--- src/rtl/ctxfw_pkg.sv ---
package ctxfw_pkg;
    parameter int unsigned CTX_W       = 4;
    parameter int unsigned STACK_DEPTH = 8;

    typedef logic [CTX_W-1:0] ctx_id_t;

    localparam ctx_id_t SYS_CTX = '0;

    typedef enum logic [1:0] {
        OP_NONE = 2'd0,
        OP_CALL = 2'd1,
        OP_RET  = 2'd2
    } ctx_op_e;

    typedef struct packed {
        logic grant;
        logic deny;
    } verdict_t;

    function automatic logic may_access(ctx_id_t active, ctx_id_t owner);
        return (active == owner) || (active == SYS_CTX);
    endfunction
endpackage

--- src/rtl/ctxfw_switch.sv ---
module ctxfw_switch
    import ctxfw_pkg::*;
(
    input  logic    clk,
    input  logic    rst,
    input  logic    call_req,
    input  ctx_id_t call_ctx,
    input  logic    ret_req,
    input  logic    stk_full,
    input  logic    stk_empty,
    input  ctx_id_t stk_top,
    output ctx_id_t active,
    output logic    push,
    output logic    pop,
    output ctx_id_t push_data,
    output logic    err_ovf,
    output logic    err_unf
);
    ctx_op_e op;
    logic    ovf_now;
    logic    unf_now;

    always_comb begin
        if (call_req)     op = OP_CALL;
        else if (ret_req) op = OP_RET;
        else              op = OP_NONE;
    end

    assign ovf_now   = (op == OP_CALL) && stk_full;
    assign unf_now   = (op == OP_RET) && stk_empty;
    assign push      = (op == OP_CALL) && !stk_full;
    assign pop       = (op == OP_RET) && !stk_empty;
    assign push_data = active;

    always_ff @(posedge clk) begin
        if (rst) begin
            active  <= SYS_CTX;
            err_ovf <= 1'b0;
            err_unf <= 1'b0;
        end else begin
            err_ovf <= ovf_now;
            err_unf <= unf_now;
            if (push)     active <= call_ctx;
            else if (pop) active <= stk_top;
        end
    end

    p_call_load_r7: assert property (@(posedge clk) disable iff (rst)
        call_req && !stk_full |=> active == $past(call_ctx));
    p_ret_restore_r8: assert property (@(posedge clk) disable iff (rst)
        ret_req && !call_req && !stk_empty |=> active == $past(stk_top));
    p_ovf_hold_r9: assert property (@(posedge clk) disable iff (rst)
        call_req && stk_full |=> $stable(active) && err_ovf);
    p_unf_hold_r10: assert property (@(posedge clk) disable iff (rst)
        ret_req && !call_req && stk_empty |=> $stable(active) && err_unf);
    p_call_wins_r11: assert property (@(posedge clk) disable iff (rst)
        call_req && ret_req && !stk_full |=> active == $past(call_ctx));
    p_err_excl_r9: assert property (@(posedge clk) disable iff (rst)
        !(err_ovf && err_unf));
endmodule

--- config.mk ---
export PLATFORM = sky130hd
export DESIGN_NAME = ctxfw_switch
export DESIGN_NICKNAME = d
export VERILOG_FILES = /design/src/rtl/ctxfw_pkg.sv /design/src/rtl/ctxfw_switch.sv
export SDC_FILE = /design/constraint.sdc
export NUM_CORES = 1
export LEC_CHECK = 0
export CAP_MARGIN = 20
export CORE_AREA = 2 2 39 41
export CTS_CLUSTER_SIZE = 24
export DETAILED_ROUTE_END_ITERATION = 7
export DIE_AREA = 0 0 41 43
export GPL_ROUTABILITY_DRIVEN = 0
export GPL_TIMING_DRIVEN = 0
export PLACE_DENSITY = 0.66
export SYNTH_ARGS = -nofsm -noshare
export SYNTH_HDL_FRONTEND = slang
export SYNTH_SLANG_ARGS = --single-unit
--- constraint.sdc ---
create_clock -name clk -period 2.3 [get_ports clk]
set_clock_uncertainty 0.15 [all_clocks]
set_input_delay 0.23 -clock clk [delete_from_list [all_inputs] [get_ports clk]]
set_output_delay 0.23 -clock clk [all_outputs]
set_load 0.03 [all_outputs]
### Word level (Yosys, flattened, before mapping)

Cells that the tools add are included.

* reductions and logical operators: 7
* multiplexer cells: 4
* eq/ne operators: 2

Operators with widths (number)
* 4-bit two-way mux: 2
* 1-bit logical AND: 4
* 2-bit two-way mux: 2
* 2-bit by 1-bit == test with 1-bit output, second input constant: 1
* 2-bit == test, second input constant: 1
* 1-bit zero test: 2
* 2-bit nonzero test: 1

* bits of input ports: 14
* register bits: 6
* output and inout bits: 12
* word-level logic and storage cells: 16

### Depth between registers and ports, before layout

* depth in word-level cells: 6
* mapped depth: 4
* gate-level depth less buffers: 3

### Worst setup path before layout

Ideal clock, no wire load.

* path kind: input -> output
* from: input port call_req
* to: output port pop
* slack: 0.979 ns
* required time: 1.920 ns
* stages on the path: 3
* arrival time: 0.941 ns
* path buffers: 1
* path through: or3b_1 -> buf_6 -> inv_1

* longest elaborated chain between the ends: 3

RTL lines
* start, declared: RTL line ctxfw_switch.sv:6 `input logic call_req,`
* 2-bit two-way mux: RTL line ctxfw_switch.sv:24 `if (call_req) op = OP_CALL;`
* 2-bit == test: RTL line ctxfw_switch.sv:32 `assign pop = (op == OP_RET) && !stk_empty;`
* 1-bit logical AND: RTL line ctxfw_switch.sv:32
* end, declared: RTL line ctxfw_switch.sv:14 `output logic pop,`

No other way between the ends.

### Worst setup path in the final report

* from: input port call_req
* to: output port push

* longest elaborated chain between the ends: 3

RTL lines
* 2-bit two-way mux: RTL line ctxfw_switch.sv:24
* 2-bit by 1-bit == test with 1-bit output: RTL line ctxfw_switch.sv:31 `assign push = (op == OP_CALL) && !stk_full;`
* 1-bit logical AND: RTL line ctxfw_switch.sv:31
* end, declared: RTL line ctxfw_switch.sv:13 `output logic push,`

No other way between the ends.

==> results.md <==
- Portion of the post-synthesis area used by sequential elements: between 40% and 50%
- Placement row count: 14
- Count of buffers added by post-CTS timing repair for setup: 0
- Largest area contributor in the synthesized netlist: sky130_fd_sc_hd__dfxtp_1
- Biggest area contributors in the synthesized netlist: sky130_fd_sc_hd__dfxtp_1 (41%), sky130_fd_sc_hd__mux2i_1 (14%), sky130_fd_sc_hd__a211oi_1 (10%)
- Routed wire length: roughly 670 µm
- Die outline area: around 1800 µm²
- Power per cell area: about 530 nW/µm²
- Final antenna-violating net count: 0
- Post-Place Cells: just over 70
- Net Count, Synth: 45
- Maximum number of pins on one net before global-route repair: 10
- Share of post-route cells with drive strength above 1: between 10% and 20%
- Ratio of final minimum period to clock period: 87.3%
- Unrepaired setup endpoints after global routing: no
- Critical path endpoint category: output port
- Synthesized area divided by synthesized cell count: 9.48 µm²
- Horizontal die dimension: about 41 µm
- Global route overflow: 0
- Die span in y: around 43 µm
- Peak ir drop on the vdd network: ~0.00024 V
- Vias/cell: slightly above 4
- Leakage power summed over all cells: 0.284 nW
- Clk sink count: 6
- Via count of the first global-routing pass: 249
- Critical path data required time: between 1.5 and 2 ns
- Initial DRC Count: 4
- Clk pin slew, worst setup/hold paths: roughly 0.04 ns
- TritonCTS Buffers: 3
- Actual transition at the worst max-transition pin: roughly 0.36 ns
- First-pass GRT wire length: about 980 µm
- Max Cap Viol: 0
- Critical Path AT: about 1.6 ns
- TritonCTS clock tree: built
- Clock insertion delay at the later pin of the skew report: between 0.2 and 0.25 ns
- First-pass DRT Iterations: 4
- DPL Wire Length: ~520 µm
- Core footprint: between 1000 and 1500 µm²
- Vias after detailed routing: between 300 and 400
- Number of antenna repair diodes: 0
- Fraction of synthesized cell area taken by the top area cell type: about two fifths
- Remaining max-slew budget at the tightest pin: between 70 and 80%
- H-tree depth: 1
- Post-DR wirelength/cell: just under 9 µm
- Setup TNS after final layout: 0 ns
- Number of warning messages in the yosys log: 0
- CTS Hold Buffers Added: 0
- Number of buffers on the longest clock path: 2
- Yosys reg bits: 6
- Setup violators final: 0
- Port Buf Inserts: 25
- Netlist cell types: 12
- Count of nets after finishing: 75
- Nature of the critical path startpoint: input pin
- I/O pins: 26
- Result of the run: finished clean
- Area overhead of the layout relative to synthesis: 100%
- Drc violations: 0
- Clock root buffer master: sky130_fd_sc_hd__clkbuf_4
- Max Fanout on Critical Path: 9
- Post-layout min period: between 2 and 2.5 ns
- Initial antenna violation count: 0
- Summed instance area of the synthesized netlist: approximately 290 µm²
- Final Hold Viols: 0
- Post-Synthesis Cells: 31
- Worst min-delay path class: in2reg
- Critical path type: in2out
- Final Max Tran Viols: 0
- Initial core utilization: 21.2%
- Max Clock Freq: 498 MHz
- Non-filler cells, final: 75
- Total Routing Usage GR: 8.76%
- Number of filler cells placed in the layout: between 100 and 150
==> area by class of cell <==
class	count	area (µm²)	area share [%]
inverters	2	7.51	1.28
well taps	16	20.0	3.40
plain buffers	6	45.0	7.66
flip-flops and latches	6	120	20.4
clock buffers	3	22.5	3.83
multi-input cells	17	121	20.6
repair buffers	25	251	42.8
==> stage by stage <==
step	hold WS, ns	utilization, %	setup WS (ns)	instance area, µm²	power (mW)
after detailed placement	0.418	40.8	-0.00128	564	0.219
after global placement	0.420	40.8	-0.00635	564	0.219
after global routing	0.417	42.5	0.177	588	0.326
after floorplan	0.152	-	0.979	294	0.167
final	0.390	42.5	0.292	588	0.310
after CTS	0.387	42.3	0.00459	586	0.315
==> cells in the final DEF (no fill, tap or decap), drive strengths merged <==
| master | instances |
|---|---|
| nor2 | 5 |
| nand2 | 1 |
| inv | 2 |
| buf | 5 |
| dlymetal6s2s | 1 |
| dlygate4sd2 | 1 |
| clkdlybuf4s50 | 23 |
| dfxtp | 6 |
| or3b | 1 |
| a211oi | 4 |
| clkbuf | 4 |
| or2b | 1 |
| mux2i | 4 |
| and4bb | 1 |
==> logic make-up after synthesis <==
| family | after synthesis | share of synthesized area (%) |
|---|---|---|
| simple gates | 9 | 17.4 |
| buf+inv | 8 | 17.9 |
| mux | 4 | 13.6 |
| flops | 6 | 40.9 |
| compound gates | 4 | 10.2 |
==> cells in the mapped netlist, drive strengths merged <==
cell	n
buf	5
a211oi	4
dfxtp	6
nor2	5
or3b	1
or2b	1
clkbuf	1
inv	2
nand2	1
mux2i	4
and4bb	1
==> where the power goes <==
group | internal [mW] | leakage [nW] | switching [mW] | total [mW]
Sequential | 0.111 | 0.0495 | 0.00398 | 0.115
Clock | 0.0588 | 0.0138 | 0.0349 | 0.0937
Combinational | 0.0555 | 0.221 | 0.0454 | 0.101
==> routing by layer <==
layer	up-vias	wire length [µm]	global-route usage, %
met5	-	0	0
met4	0	0	6.00
met3	0	94	5.24
met2	18	308	10.6
met1	128	267	11.0
li1	160	-	-
==> flip-flops by register name (all words and copies together) (netlist names) <==
| name | flops |
|---|---|
| active | 4 |
| err_ovf | 1 |
| err_unf | 1 |
==> worst paths after layout <==
check	start	endpoint	slack, ns	cells after the start
worst min-delay path	stk_full	err_ovf	0.39	3
worst max-delay path	call_req	push	0.29	5
worst max register to register	active[3]	active[3]	1.42	2
worst min register to register	active[2]	active[2]	0.42	2
==> critical path: stages <==
cell	delay, ns
sky130_fd_sc_hd__clkdlybuf4s50_1	0.50
sky130_fd_sc_hd__or2b_1	0.23
sky130_fd_sc_hd__clkbuf_1	0.20
sky130_fd_sc_hd__inv_1	0.08
sky130_fd_sc_hd__dlygate4sd2_1	0.39
==> repair_timing <==
action,4_1_cts,5_1_grt
endpoints found under the setup margin,1,1
resized for setup,1,1
gates cloned,0,0
(Power assumes the default switching activity.)
